`src/rtl/hts_pkg.sv`:
```
package hts_pkg;
  // Tick period in fast-clock cycles for a divider setting and base period.
  function automatic int unsigned tick_period(int unsigned div, int unsigned base);
    return (div + 1) * base;
  endfunction
endpackage

```
`src/rtl/sync_chain.sv`:
```
module sync_chain #(
  parameter int STAGES = 2
) (
  input  logic clk,
  input  logic rst_n,
  input  logic d_async,
  output logic q_sync
);
  logic [STAGES-1:0] stage;

  generate
    for (genvar i = 0; i < STAGES; i++) begin : g_stage
      if (i == 0) begin : g_first
        always_ff @(posedge clk or negedge rst_n)
          if (!rst_n) stage[0] <= 1'b0;
          else        stage[0] <= d_async;
      end else begin : g_next
        always_ff @(posedge clk or negedge rst_n)
          if (!rst_n) stage[i] <= 1'b0;
          else        stage[i] <= stage[i-1];
      end
    end
  endgenerate

  assign q_sync = stage[STAGES-1];
endmodule

```
`src/rtl/tick_prescaler.sv`:
```
module tick_prescaler #(
  parameter int DIV_W = 6,
  parameter int BASE  = 2
) (
  input  logic             clk,
  input  logic             rst_n,
  input  logic             clr,
  input  logic [DIV_W-1:0] div,
  output logic             tick
);
  import hts_pkg::*;
  localparam int PER_W = DIV_W + $clog2(BASE) + 1;

  logic [PER_W-1:0] cnt;
  logic [PER_W-1:0] per;
  logic [PER_W-1:0] next_per;
  logic             at_end;

  assign next_per = PER_W'(tick_period(32'(div), BASE));
  assign at_end   = (cnt == per - 1'b1);
  assign tick     = at_end && !clr;

  always_ff @(posedge clk or negedge rst_n) begin
    if (!rst_n) begin
      cnt <= '0;
      per <= PER_W'(BASE);
    end else if (clr || at_end) begin
      cnt <= '0;
      per <= next_per;
    end else begin
      cnt <= cnt + 1'b1;
    end
  end
endmodule

```
`src/rtl/wrap_counter.sv`:
```
module wrap_counter #(
  parameter int W = 8
) (
  input  logic         clk,
  input  logic         rst_n,
  input  logic         clr,
  input  logic         en,
  output logic [W-1:0] value
);
  always_ff @(posedge clk or negedge rst_n) begin
    if (!rst_n)   value <= '0;
    else if (clr) value <= '0;
    else if (en)  value <= value + 1'b1;
  end
endmodule

```
`src/rtl/pulse_capture.sv`:
```
module pulse_capture #(
  parameter int LEAD_W  = 10,
  parameter int TRAIL_W = 7
) (
  input  logic               clk,
  input  logic               rst_n,
  input  logic               hit_s,
  input  logic [LEAD_W-1:0]  lead_cnt,
  input  logic [TRAIL_W-1:0] trail_cnt,
  output logic               rise,
  output logic               fall,
  output logic [LEAD_W-1:0]  lead_ts,
  output logic [TRAIL_W-1:0] trail_ts,
  output logic               pair_valid
);
  logic              hit_d;
  logic [LEAD_W-1:0] lead_hold;

  assign rise = hit_s && !hit_d;
  assign fall = !hit_s && hit_d;

  always_ff @(posedge clk or negedge rst_n) begin
    if (!rst_n) begin
      hit_d      <= 1'b0;
      lead_hold  <= '0;
      lead_ts    <= '0;
      trail_ts   <= '0;
      pair_valid <= 1'b0;
    end else begin
      hit_d      <= hit_s;
      pair_valid <= fall;
      if (rise) lead_hold <= lead_cnt;
      if (fall) begin
        lead_ts  <= lead_hold;
        trail_ts <= trail_cnt;
      end
    end
  end
endmodule

```
`src/rtl/hit_edge_timestamper.sv`:
```
module hit_edge_timestamper #(
  parameter int LEAD_W     = 10,
  parameter int TRAIL_W    = 7,
  parameter int DIV_W      = 6,
  parameter int SYNC_DEPTH = 2
) (
  input  logic               clk,
  input  logic               rst_n,
  input  logic               hit,
  input  logic               t0,
  input  logic [DIV_W-1:0]   div_lead,
  input  logic [DIV_W-1:0]   div_trail,
  output logic [LEAD_W-1:0]  lead_ts,
  output logic [TRAIL_W-1:0] trail_ts,
  output logic               pair_valid
);
  localparam int TRAIL_BASE = 2;
  localparam int LEAD_BASE  = 2 * TRAIL_BASE;

  logic hit_s, clear;
  logic tick_lead, tick_trail;
  logic rise, fall;
  logic [LEAD_W-1:0]  lead_cnt;
  logic [TRAIL_W-1:0] trail_cnt;

  sync_chain #(.STAGES(SYNC_DEPTH)) u_sync_hit (
    .clk(clk), .rst_n(rst_n), .d_async(hit), .q_sync(hit_s));
  sync_chain #(.STAGES(SYNC_DEPTH)) u_sync_t0 (
    .clk(clk), .rst_n(rst_n), .d_async(t0), .q_sync(clear));

  tick_prescaler #(.DIV_W(DIV_W), .BASE(LEAD_BASE)) u_pre_lead (
    .clk(clk), .rst_n(rst_n), .clr(clear), .div(div_lead), .tick(tick_lead));
  tick_prescaler #(.DIV_W(DIV_W), .BASE(TRAIL_BASE)) u_pre_trail (
    .clk(clk), .rst_n(rst_n), .clr(clear), .div(div_trail), .tick(tick_trail));

  wrap_counter #(.W(LEAD_W)) u_cnt_lead (
    .clk(clk), .rst_n(rst_n), .clr(clear), .en(tick_lead), .value(lead_cnt));
  wrap_counter #(.W(TRAIL_W)) u_cnt_trail (
    .clk(clk), .rst_n(rst_n), .clr(clear), .en(tick_trail), .value(trail_cnt));

  pulse_capture #(.LEAD_W(LEAD_W), .TRAIL_W(TRAIL_W)) u_capture (
    .clk(clk), .rst_n(rst_n), .hit_s(hit_s),
    .lead_cnt(lead_cnt), .trail_cnt(trail_cnt),
    .rise(rise), .fall(fall),
    .lead_ts(lead_ts), .trail_ts(trail_ts), .pair_valid(pair_valid));
endmodule

```
`config.mk`:
```
export PLATFORM = sky130hd
export DESIGN_NAME = hit_edge_timestamper
export DESIGN_NICKNAME = d
export VERILOG_FILES = /design/src/rtl/hts_pkg.sv /design/src/rtl/sync_chain.sv /design/src/rtl/tick_prescaler.sv /design/src/rtl/wrap_counter.sv /design/src/rtl/pulse_capture.sv /design/src/rtl/hit_edge_timestamper.sv
export SDC_FILE = /design/constraint.sdc
export NUM_CORES = 1
export LEC_CHECK = 0
export ABC_AREA = 1
export BUFFER_PORTS_ARGS = -buffer_cell sky130_fd_sc_hd__buf_2
export CORE_MARGIN = 5
export CORE_UTILIZATION = 45
export CTS_CLUSTER_DIAMETER = 40
export CTS_CLUSTER_SIZE = 40
export DETAILED_ROUTE_END_ITERATION = 8
export HOLD_SLACK_MARGIN = 0.12
export SYNTH_ARGS = -nofsm -noshare
export SYNTH_HDL_FRONTEND = slang
export SYNTH_SLANG_ARGS = --single-unit
```
`constraint.sdc`:
```
create_clock -name clk -period 2.56 [get_ports clk]
set_input_delay 0.256 -clock clk [delete_from_list [all_inputs] [get_ports clk]]
set_output_delay 0.256 -clock clk [all_outputs]
set_load 0.05 [all_outputs]
```
# After elaboration in Yosys (flattened, before gate mapping)
# Index checks and enable logic that the tools add are counted.
# Widths: inputs -> output; s select.
[word_totals] ff_bits=81 output_inout_bits=18 word_cells=42 inputBits=16
[op_classes] muxes=6 n_reduce_logical=11 n_eq_ne=2 addsub=8
[ops] cell="$mux 10" count=2
[ops] cell="$add 6x1->7 const B" count=2
[ops] cell="$mux 7" count=2
[ops] cell="$add 10x1->10 const B" count=1
[ops] cell="$add 9x1->9 const B" count=1
[ops] cell="$eq 9x9->1" count=1
[ops] cell="$mux 9" count=1
[ops] cell="$sub 9x1->9 const B" count=1
[ops] cell="$add 8x1->8 const B" count=1
[ops] cell="$eq 8x8->1" count=1
[ops] cell="$mux 8" count=1
[ops] cell="$sub 8x1->8 const B" count=1
[ops] cell="$add 7x1->7 const B" count=1
[ops] cell="$logic_and 1x1->1" count=4
[ops] cell="$reduce_bool 2->1" count=2
[ops] cell="$logic_not 1->1" count=3
[ops] cell="$logic_or 1x1->1" count=2

# Logic depth before layout (Yosys ltp)
# Gate-level depths: netlist of run 1.
[depth] depth_word=5 depth_mapped=15 ltp_nobuf=14

# Cells and area by module
# From an unflattened synthesis of run 1, not the netlist that was laid out.
[unflattened] cells_unflattened=548 area_unflattened_um2=4310.4
[modules_own_cells] module="pulse_capture" seq_area_each_um2=725.7 cells_each=123 n_inst=1 area_per_inst_um2=1151.1
[modules_own_cells] module="tick_prescaler at u_pre_lead" seq_area_each_um2=401.6 cells_each=155 n_inst=1 area_per_inst_um2=1099.8
[modules_own_cells] module="tick_prescaler at u_pre_trail" seq_area_each_um2=376.6 cells_each=148 n_inst=1 area_per_inst_um2=1043.5
[modules_own_cells] module="wrap_counter at u_cnt_lead" seq_area_each_um2=250.2 cells_each=73 n_inst=1 area_per_inst_um2=545.5
[modules_own_cells] module="wrap_counter at u_cnt_trail" seq_area_each_um2=175.2 cells_each=45 n_inst=1 area_per_inst_um2=370.4
[modules_own_cells] module="sync_chain" seq_area_each_um2=50.0 cells_each=2 n_inst=2 area_per_inst_um2=50.0

# Worst setup path before layout of run 1
# No wires, ideal clock.
[synth_path] kind="reg-to-reg" start="register u_pre_lead.per[2]" end="register u_cnt_lead.value[0]" arrival_ns=1.848 setup_time_ns=0.119 setup_slack_ns=0.593 path_buffers=1 required_ns=2.441 synth_period_minus_slack_ns=1.967 path_stages_with_launch=14 cell_sequence="dfstp_2 > inv_1 > ha_1 > nand2_1 > inv_1 > nor2_1 > nand2_1 > nor2_1 > nand2_1 > nor2_2 > nand2_4 > buf_2 > nand3_1 > nand2_1"
[synth_via] elab_chain_len=4
[synth_rtl] item="from (decl)" line="tick_prescaler.sv:15" rtl="logic [PER_W-1:0] per;"
[synth_rtl] item="from (signal assigned)" line="tick_prescaler.sv:26" rtl="per <= PER_W'(BASE);"
[synth_rtl] item="from (signal assigned)" line="tick_prescaler.sv:29" rtl="per <= next_per;"
[synth_rtl] item="$sub 9x1->9" line="tick_prescaler.sv:20" rtl="assign at_end = (cnt == per - 1'b1);"
[synth_rtl] item="$eq 9x9->1" line="tick_prescaler.sv:20"
[synth_rtl] item="$logic_and 1x1->1" line="tick_prescaler.sv:21" rtl="assign tick = at_end && !clr;"
[synth_rtl] item="$reduce_bool 2->1 (no source line)"
[synth_rtl] item="to (signal assigned)" line="wrap_counter.sv:13" rtl="else if (en) value <= value + 1'b1;"
[synth_rtl] item="to (decl)" line="wrap_counter.sv:8" rtl="output logic [W-1:0] value"
# No other way between the ends.
# A chain may end at the register's enable or synchronous reset.

# Worst setup path after layout of run 1
[layout_path] start="register u_pre_lead.per[2]" end="register u_cnt_lead.value[5]"
# The elaborated chain is that of the path after synthesis.

==> results of run 1 <==
sequential cells by signal (all words and copies together), names as in the netlist:
register / cells
u_capture.lead_hold: 10
u_capture.lead_ts: 10
u_cnt_lead.value: 10
u_pre_lead.cnt: 9
u_pre_trail.cnt: 8
u_capture.trail_ts: 7
u_cnt_trail.value: 7
u_pre_lead.per: 7
u_pre_trail.per: 7
u_capture.hit_d: 1
u_capture.pair_valid: 1
u_sync_hit.q_sync: 1
u_sync_hit.stage: 1
u_sync_t0.q_sync: 1
u_sync_t0.stage: 1
final timing paths:
check	endpoint	slack, ns	cells past startpoint
max	u_cnt_lead.value[5]$_DFFE_PN0P_	0.32	13
min	u_pre_trail.per[1]$_DFFE_PN1N_	0.15	4
max reg2reg	u_cnt_lead.value[5]$_DFFE_PN0P_	0.32	13
min reg2reg	u_sync_t0.q_sync$_DFF_PN0_	0.36	0
max in group asynchronous	u_pre_lead.per[2]$_DFFE_PN1P_	1.43	3
min in group asynchronous	u_capture.trail_ts[2]$_DFFE_PN0P_	0.46	2
layer usage:
metal | track usage | share of wire
met1 | 0.208 | 0.49
met4 | 0.0472 | 0.016
met5 | 0 | 0
met2 | 0.265 | 0.48
met3 | 0.0312 | 0.021
metrics by stage:
step / instance area, sq um / util / hold WS [ns]
after global placement: 4420 / 0.486 / 0.296
after floorplan: 4140 / - / -0.0396
final: 4640 / 0.510 / 0.148
after global routing: 4640 / 0.510 / 0.159
after CTS: 4640 / 0.510 / 0.138
after detailed placement: 4420 / 0.486 / 0.307
power groups by stage:
| stage | clock network [mW] | registers (mW) | logic [mW] |
|---|---|---|---|
| final | 0.887 | 1.35 | 0.278 |
| after floorplan | 0 | 1.37 | 0.195 |
| after detailed placement | 0 | 1.38 | 0.279 |
| after global routing | 0.982 | 1.36 | 0.328 |
| after global placement | 0 | 1.38 | 0.273 |
| after CTS | 0.922 | 1.35 | 0.284 |
cells in the mapped netlist, drive strengths merged:
master | number | area (sq um)
ha | 8 | 100
xor2 | 24 | 210
o21ai | 20 | 100
a21oi | 2 | 10.0
nand4 | 8 | 50.1
nor3b | 5 | 37.5
clkbuf | 9 | 33.8
nand3 | 63 | 315
nand2 | 176 | 686
nor2 | 59 | 236
dfstp | 2 | 52.6
inv | 52 | 195
or2 | 3 | 18.8
xnor2 | 3 | 26.3
buf | 5 | 42.5
nor3 | 9 | 45.0
dfrtp | 79 | 1980
logic make-up after synthesis:
group,Yosys count,share of synthesized area
xor+xnor,27,0.0572
fa+ha+maj,8,0.0242
compound gates,22,0.0266
flops,81,0.491
simple gates,323,0.336
buf+inv,66,0.0656
area by class of cell:
type                            count  share of cell area
Clock buffer                       10              0.0296
Tap cell                          111              0.0299
Sequential cell                    81               0.437
Timing Repair Buffer               42              0.0550
Clock inverter                      6              0.0110
Multi-Input combinational cell    380               0.395
Inverter                           52              0.0420
worst max-delay path: cells and delay by family, from the launching register on:
kind                     cells  cell delay [ns]
buffers and inverters        2             0.22
flip-flops                   1             0.56
adder cells (fa/ha/maj)      1             0.27
AND/OR/NAND/NOR             10             1.12
repair_timing:
item,4_1_cts,5_1_grt
hold endpoints to repair,45,0
hold buffers,3,0
setup endpoints to repair,0,0
==> metrics.cfg, run 1 <==
[run_status]
status=complete, no violations

[synthesis]
syn-num-nets=551
synth.ff_latch_count=81
yosys_warnings=0
synth_cell_types=25
ys_seq_area_frac=0.491
synth_cells=527
syn_avg_cell_area_sq_um=7.85
netlist_area_sq_mm=0.00414

[final_layout]
layout_commonest_cell=nand2_1
drive_gt1_frac=0.126
antenna_cells=0
seq_area_sq_mm=0.00203
fin_nets=590
synthToLayoutAreaGrowth_pct=12.3
fillers=893
mostFrequentLayoutCells=172 x nand2_1, 79 x dfrtp_1, 63 x nand3_1
layoutNonFillerInstCount=682
multi_input_area_sq_mm=0.00184

[clocking]
cts_resized=0
cts_buffers=9
cts_buffer_depth=2
clock_latency_ns=0.35
cts_root_buf=clkbuf_8
cts_htree_levels=3
post_cts_buffers=0
clock-sinks=81
tritoncts=done
clkTransAtPathRegs_ns=0.09

[drt]
vias=3324
first_pass_iters=4
remaining_drc_errors=0
vias_per_cell=4.87
drt-total-wl_mm=8.09
first_iter_violations=126
detail-route-antenna-nets=0
avgRoutedWirePerCell_um=11.9

[timing]
setup_violations=0
rsz0062_at_grt=no
hold_viol_final=0
fin_skew_ns=0.00690
min_period_over_period=0.875
max_slew.worst_pin.slew_ns=0.599
setup_tns_ns=0
drv_slew=0
max_slew_margin=0.600
fmax_mhz=446
min_period_ns=2.24
worst_slack_ns=0.320

[floorplan]
num_rows=35
ios=34
die_w_um=106
dieHeight_um=106
start_util=0.454
dieArea_sq_mm=0.0112
core-area_sq_mm=0.00911

[pwr]
power_frac_comb=0.111
p_leak_nw=2.42
finalPower_mw=2.52
switchingPower_uw=715
ir_drop_uv=336
intPower_mw=1.80
pwr-share-clk=0.352
swShare=0.284
pwr-share-seq=0.537
powerDensity_mw_per_mm2=542

[global_routing]
grt_pass1_wl_mm=14.6
grt_usage=0.158
grt_max_degree=46
overflow=0
grt_pass1_vias=3235
antenna_found_initial=0

[worst_hold_path]
hold_start=div_trail[0]
hold_class=in2reg

[worst_setup_path]
r2r-start=u_pre_lead.per[2]$_DFFE_PN1P_
crit_chain=inv_1 -> ha_1 -> inv_1 -> nand2_1 -> nand3_1 -> nand2_1 -> nor2_1 -> nand2_1 -> nor2_2 -> nand2_4 -> nand2_4 -> nand2_1 -> nand2_1
path_class=reg2reg
crit_top_cell=nand2_1
critPathMaxStageDelay_ns=0.56
timing.critical_path.required_ns=2.85
crit_slowest_cell=dfstp_2
endpoint_kind=flip-flop
startpoint_type=flip-flop
critPathMaxFanout=23
worstPathArrival_ns=2.53
crit_start=u_pre_lead.per[2]$_DFFE_PN1P_

[placement]
placed_cells=663
io_buffers=33
place_hpwl_mm=5.89
pre_cts_slack_ns=0.322
gp_congestion=0.890

[flow_run]
drv_cap=0

Note: power is estimated with default switching activity, not from simulation.
==> inputs of run 2 (changes only) <==
Settings changed: CTS_BUF_LIST from default to sky130_fd_sc_hd__clkbuf_4.
==> run 2 against run 1 <==
Design area decreased by 0.13%. Clock skew hardly changed. Clock-buffer cell count fell by 1. Sequential share of layout area increased by 0.059 points. Critical path depth unchanged. Hold slack improved by 0.0095 ns. Largest power group unchanged. Sequential power barely moved. Global-route usage barely moved. Final cell count rose by 0.88%.
==> metrics.cfg, run 2 (synthesized netlist as in run 1, its figures left out) <==
[floorplan]
die_w_um=106
core-area_sq_mm=0.00911
start_util=0.454
num_rows=35
dieArea_sq_mm=0.0112
dieHeight_um=106
ios=34

[worst_setup_path]
r2r-start=u_pre_lead.per[2]$_DFFE_PN1P_
worstPathArrival_ns=2.62
path_class=reg2reg
worstRegToRegCells=13
r2r_slack_ns=0.30
startpoint_type=flip-flop
critPathMaxFanout=23
timing.rr.end=u_cnt_lead.value[5]$_DFFE_PN0P_
crit_start=u_pre_lead.per[2]$_DFFE_PN1P_
endpoint_kind=flip-flop
timing.critical_path.required_ns=2.92

[timing]
fin_skew_ns=0.00727
hold_viol_final=0
setup_tns_ns=0
max_slew_margin=0.595
holdWs_ns=0.157
min_period_ns=2.26
setup_violations=0
rsz0062_at_grt=no
fmax_mhz=443
max_slew.worst_pin.slew_ns=0.607
min_period_over_period=0.881
drv_slew=0

[pwr]
intPower_mw=1.63
powerDensity_mw_per_mm2=501
pwr-share-seq=0.583
p_leak_nw=2.42
ir_drop_uv=235
power_frac_comb=0.123
switchingPower_uw=695
pwr-share-clk=0.294
swShare=0.299
finalPower_mw=2.32

[global_routing]
overflow=0
antenna_found_initial=0
grt_usage=0.158
grt_pass1_vias=3261
grt_pass1_wl_mm=14.6
grt_max_degree=46

[clocking]
clock-sinks=81
post_cts_buffers=0
clkTransAtPathRegs_ns=0.13
cts_buffers=9
tritoncts=done
cts_buffer_depth=2
cts_root_buf=clkbuf_4
clock_latency_ns=0.41
cts_htree_levels=3

[worst_hold_path]
hold_start=div_lead[1]
hold_end=u_pre_lead.per[3]$_DFFE_PN0P_
holdPathStages=4
hold_class=in2reg

[final_layout]
layout_commonest_cell=nand2_1
mostFrequentLayoutCells=172 x nand2_1, 79 x dfrtp_1, 63 x nand3_1
antenna_cells=0
final_area_sq_mm=0.00464
fin_nets=596
synthToLayoutAreaGrowth_pct=12.1
fillers=889
reg_top3=u_capture.lead_hold: 10 flops, u_capture.lead_ts: 10 flops, u_cnt_lead.value: 10 flops
layoutNonFillerInstCount=688
drive_gt1_frac=0.123

[drt]
detail-route-antenna-nets=0
remaining_drc_errors=0
vias=3341
first_pass_iters=4
avgRoutedWirePerCell_um=11.9
drt-total-wl_mm=8.17
vias_per_cell=4.86
first_iter_violations=118

[placement]
placed_cells=663
placed_area_sq_mm=0.00442
place_hpwl_mm=5.89
gp_congestion=0.890
io_buffers=33

[run_status]
status=complete, no violations

[flow_run]
drv_cap=0

[run 2: cell count changes in the layout (fill, tap and decap cells not counted), sizes merged]
cell / previous run / this run
clkbuf: 10 / 9
dlygate4sd3: 3 / 9
clkinv: 1 / 2
[run 2: routing by layer]
metal / vias to the layer above / wire length (um) / GRT usage
met5: - / 0 / 0
met4: 0 / 98 / 0.0527
met3: 8 / 191 / 0.0220
met2: 37 / 3900 / 0.268
met1: 1548 / 3970 / 0.210
li1: 1748 / - / -
[run 2: cell type report]
cell class,instances,area [sq um],share of cell area
clock inverter,7,55.1,0.0119
inverter,52,195,0.0421
tap,111,139,0.0300
timing repair buffer,48,315,0.0680
multi-input combinational,380,1840,0.396
clock buffer,9,67.6,0.0146
sequential,81,2030,0.438
[run 2: per-stage QoR]
stage / util / setup WS (ns)
floorplan: - / 0.593
global placement: 0.486 / 0.402
detailed placement: 0.486 / 0.322
CTS: 0.509 / 0.296
global route: 0.509 / 0.0322
finish: 0.509 / 0.305
[run 2: power by group through the flow]
stage / clock, mW / combinational [mW] / sequential, mW
floorplan: 0 / 0.195 / 1.37
finish: 0.682 / 0.285 / 1.35
global route: 0.776 / 0.335 / 1.36
CTS: 0.720 / 0.291 / 1.36
global placement: 0 / 0.273 / 1.38
detailed placement: 0 / 0.279 / 1.38
[run 2: timing repair]
action	CTS	global route
resized for setup	0	0
endpoints found under the hold margin	51	0
hold buffers	9	0
[run 2: worst max-delay path, cell delays in order, from the launching register on]
cell and delay [ns]:
dfstp_2 0.58, inv_1 0.10, ha_1 0.27, inv_1 0.12, nand2_1 0.06, nand3_1 0.08, nand2_1 0.05, nor2_1 0.08
nand2_1 0.06, nor2_2 0.19, nand2_4 0.18, nand2_4 0.27, nand2_1 0.10, nand2_1 0.07
[run 2: worst max-delay path by stage]
| stage | to |
|---|---|
| 2_1_floorplan | u_cnt_lead.value[0]$_DFFE_PN0P_ |
| 3_3_place_gp | u_pre_lead.per[6]$_DFFE_PN0P_ |
| 3_5_place_dp | u_cnt_lead.value[9]$_DFFE_PN0P_ |
| 4_1_cts | u_cnt_lead.value[9]$_DFFE_PN0P_ |
| 5_1_grt | u_pre_lead.per[7]$_DFFE_PN0P_ |
| 6_report | u_cnt_lead.value[5]$_DFFE_PN0P_ |
==> inputs of run 3 (changes only) <==
Settings changed: REMOVE_ABC_BUFFERS from default to 1.
==> run 3 against run 2 <==
Design area is 0.49% higher. Hold slack worse by 0.013 ns. Critical path type unchanged. Fmax is 1.4% lower. Largest cell class unchanged. Highest routed layer unchanged. Combinational power hardly changed.
==> metrics.cfg, run 3 (synthesized netlist as in run 1, its figures left out) <==
[final_layout]
antenna_cells=0
layout_commonest_cell=nand2_1
synthToLayoutAreaGrowth_pct=12.6
mostFrequentLayoutCells=172 x nand2_1, 79 x dfrtp_1, 63 x nand3_1
drive_gt1_frac=0.123
layoutNonFillerInstCount=688
fin_nets=596
reg_top3=u_capture.lead_hold: 10 flops, u_capture.lead_ts: 10 flops, u_cnt_lead.value: 10 flops
fillers=895

[pwr]
p_leak_nw=2.43
powerDensity_mw_per_mm2=522
ir_drop_uv=274

[drt]
first_iter_violations=125
first_pass_iters=6
drt-total-wl_mm=8.25
detail-route-antenna-nets=0
avgRoutedWirePerCell_um=12.0
remaining_drc_errors=0
vias=3373
vias_per_cell=4.90

[placement]
io_buffers=33
placed_cells=663
gp_congestion=0.824
place_hpwl_mm=5.98

[flow_run]
drv_cap=0

[worst_hold_path]
hold_class=in2reg
hold_end=u_pre_lead.per[3]$_DFFE_PN0P_
hold_start=div_lead[1]
holdPathStages=4

[floorplan]
dieHeight_um=106
core-area_sq_mm=0.00911
ios=34
num_rows=35
start_util=0.454
die_w_um=106
dieArea_sq_mm=0.0112

[worst_setup_path]
critPathMaxFanout=23
r2r-start=u_pre_lead.per[2]$_DFFE_PN1P_
r2r_slack_ns=0.27
cp_num_buf_inv=2
worstRegToRegCells=13
cp_top_family=simple AND/OR/NAND/NOR gates
crit_top_cell=nand2_1
crit_chain=inv_1 -> ha_1 -> nand2_1 -> inv_1 -> nor2_1 -> nand2_1 -> nor2_1 -> nand2_1 -> nor2_2 -> nand2_4 -> nand2_4 -> nand2_1 -> nand2_1
endpoint_kind=flip-flop
critPathMaxStageDelay_ns=0.58
startpoint_type=flip-flop
crit_slowest_cell=dfstp_2
path_class=reg2reg
worstPathArrival_ns=2.67
timing.critical_path.required_ns=2.94
timing.rr.end=u_pre_lead.per[5]$_DFFE_PN0P_

[timing]
rsz0062_at_grt=no
fin_skew_ns=0.0173
hold_viol_final=0
max_slew.worst_pin.slew_ns=0.684
min_period_ns=2.29
fmax_mhz=437
setup_tns_ns=0
setup_violations=0
max_slew_margin=0.543
drv_slew=0
min_period_over_period=0.893

[global_routing]
grt_pass1_wl_mm=14.5
overflow=0
grt_usage=0.159
grt_pass1_vias=3175
grt_max_degree=45
antenna_found_initial=0

[clocking]
tritoncts=done
cts_root_buf=clkbuf_4
post_cts_buffers=0
cts_buffer_depth=2
cts_htree_levels=3
cts_resized=0
clock_latency_ns=0.44
clock-sinks=81
cts-hold-fix-buffers=9
clkTransAtPathRegs_ns=0.14
cts_buffers=9

[run_status]
status=complete, no violations

==> run 3: worst max-delay path by stage <==
| stage | start | to | depth (start not counted) |
|---|---|---|---|
| 2_1_floorplan | u_pre_lead.per[2]$_DFFE_PN1P_ | u_cnt_lead.value[2]$_DFFE_PN0P_ | 13 |
| 3_3_place_gp | u_pre_lead.per[2]$_DFFE_PN1P_ | u_cnt_lead.value[4]$_DFFE_PN0P_ | 13 |
| 3_5_place_dp | u_pre_lead.per[2]$_DFFE_PN1P_ | u_pre_lead.per[5]$_DFFE_PN0P_ | 13 |
| 4_1_cts | u_pre_lead.per[2]$_DFFE_PN1P_ | u_pre_lead.per[2]$_DFFE_PN1P_ | 13 |
| 5_1_grt | u_pre_lead.per[2]$_DFFE_PN1P_ | u_pre_lead.per[5]$_DFFE_PN0P_ | 13 |
| 6_report | u_pre_lead.per[2]$_DFFE_PN1P_ | u_pre_lead.per[5]$_DFFE_PN0P_ | 13 |
==> run 3: power by group <==
group	switching [mW]	total, mW	internal (mW)	leakage, nW
clock	0.484	0.792	0.308	0.0725
sequential	0.0370	1.35	1.32	1.09
combinational	0.184	0.288	0.103	1.27
total	0.706	2.43	1.73	2.43
==> run 3: routing by layer <==
| metal | global-route usage | part of all wire | vias up |
|---|---|---|---|
| li1 | - | - | 1749 |
| met1 | 0.213 | 0.48 | 1569 |
| met2 | 0.256 | 0.46 | 44 |
| met3 | 0.0269 | 0.038 | 11 |
| met4 | 0.0611 | 0.017 | 0 |
| met5 | 0 | 0 | - |
==> run 3: stage by stage <==
stage / power, mW / setup WS (ns) / area (sq um) / hold WS [ns] / utilization
floorplan: 1.56 / 0.591 / 4060 / -0.0396 / -
global placement: 1.65 / 0.407 / 4420 / 0.257 / 0.486
detailed placement: 1.66 / 0.293 / 4420 / 0.263 / 0.486
CTS: 2.46 / 0.271 / 4660 / 0.127 / 0.512
global route: 2.57 / 0.0354 / 4660 / 0.144 / 0.512
finish: 2.43 / 0.273 / 4660 / 0.144 / 0.512
==> run 3: layout make-up <==
cell class / count / area (sq um) / area share
well taps: 111 / 139 / 0.0298
clock inverters: 7 / 77.6 / 0.0166
clock buffers: 9 / 67.6 / 0.0145
flip-flops and latches: 81 / 2030 / 0.436
multi-input cells: 380 / 1840 / 0.394
repair buffers: 48 / 315 / 0.0677
inverters: 52 / 195 / 0.0419
==> run 3: worst register-to-register path: cells and delay by family, from the launching register on <==
| kind | cells | cell delay (ns) |
|---|---|---|
| simple gates | 10 | 1.21 |
| fa+ha+maj | 1 | 0.33 |
| buf+inv | 2 | 0.13 |
| flops | 1 | 0.58 |
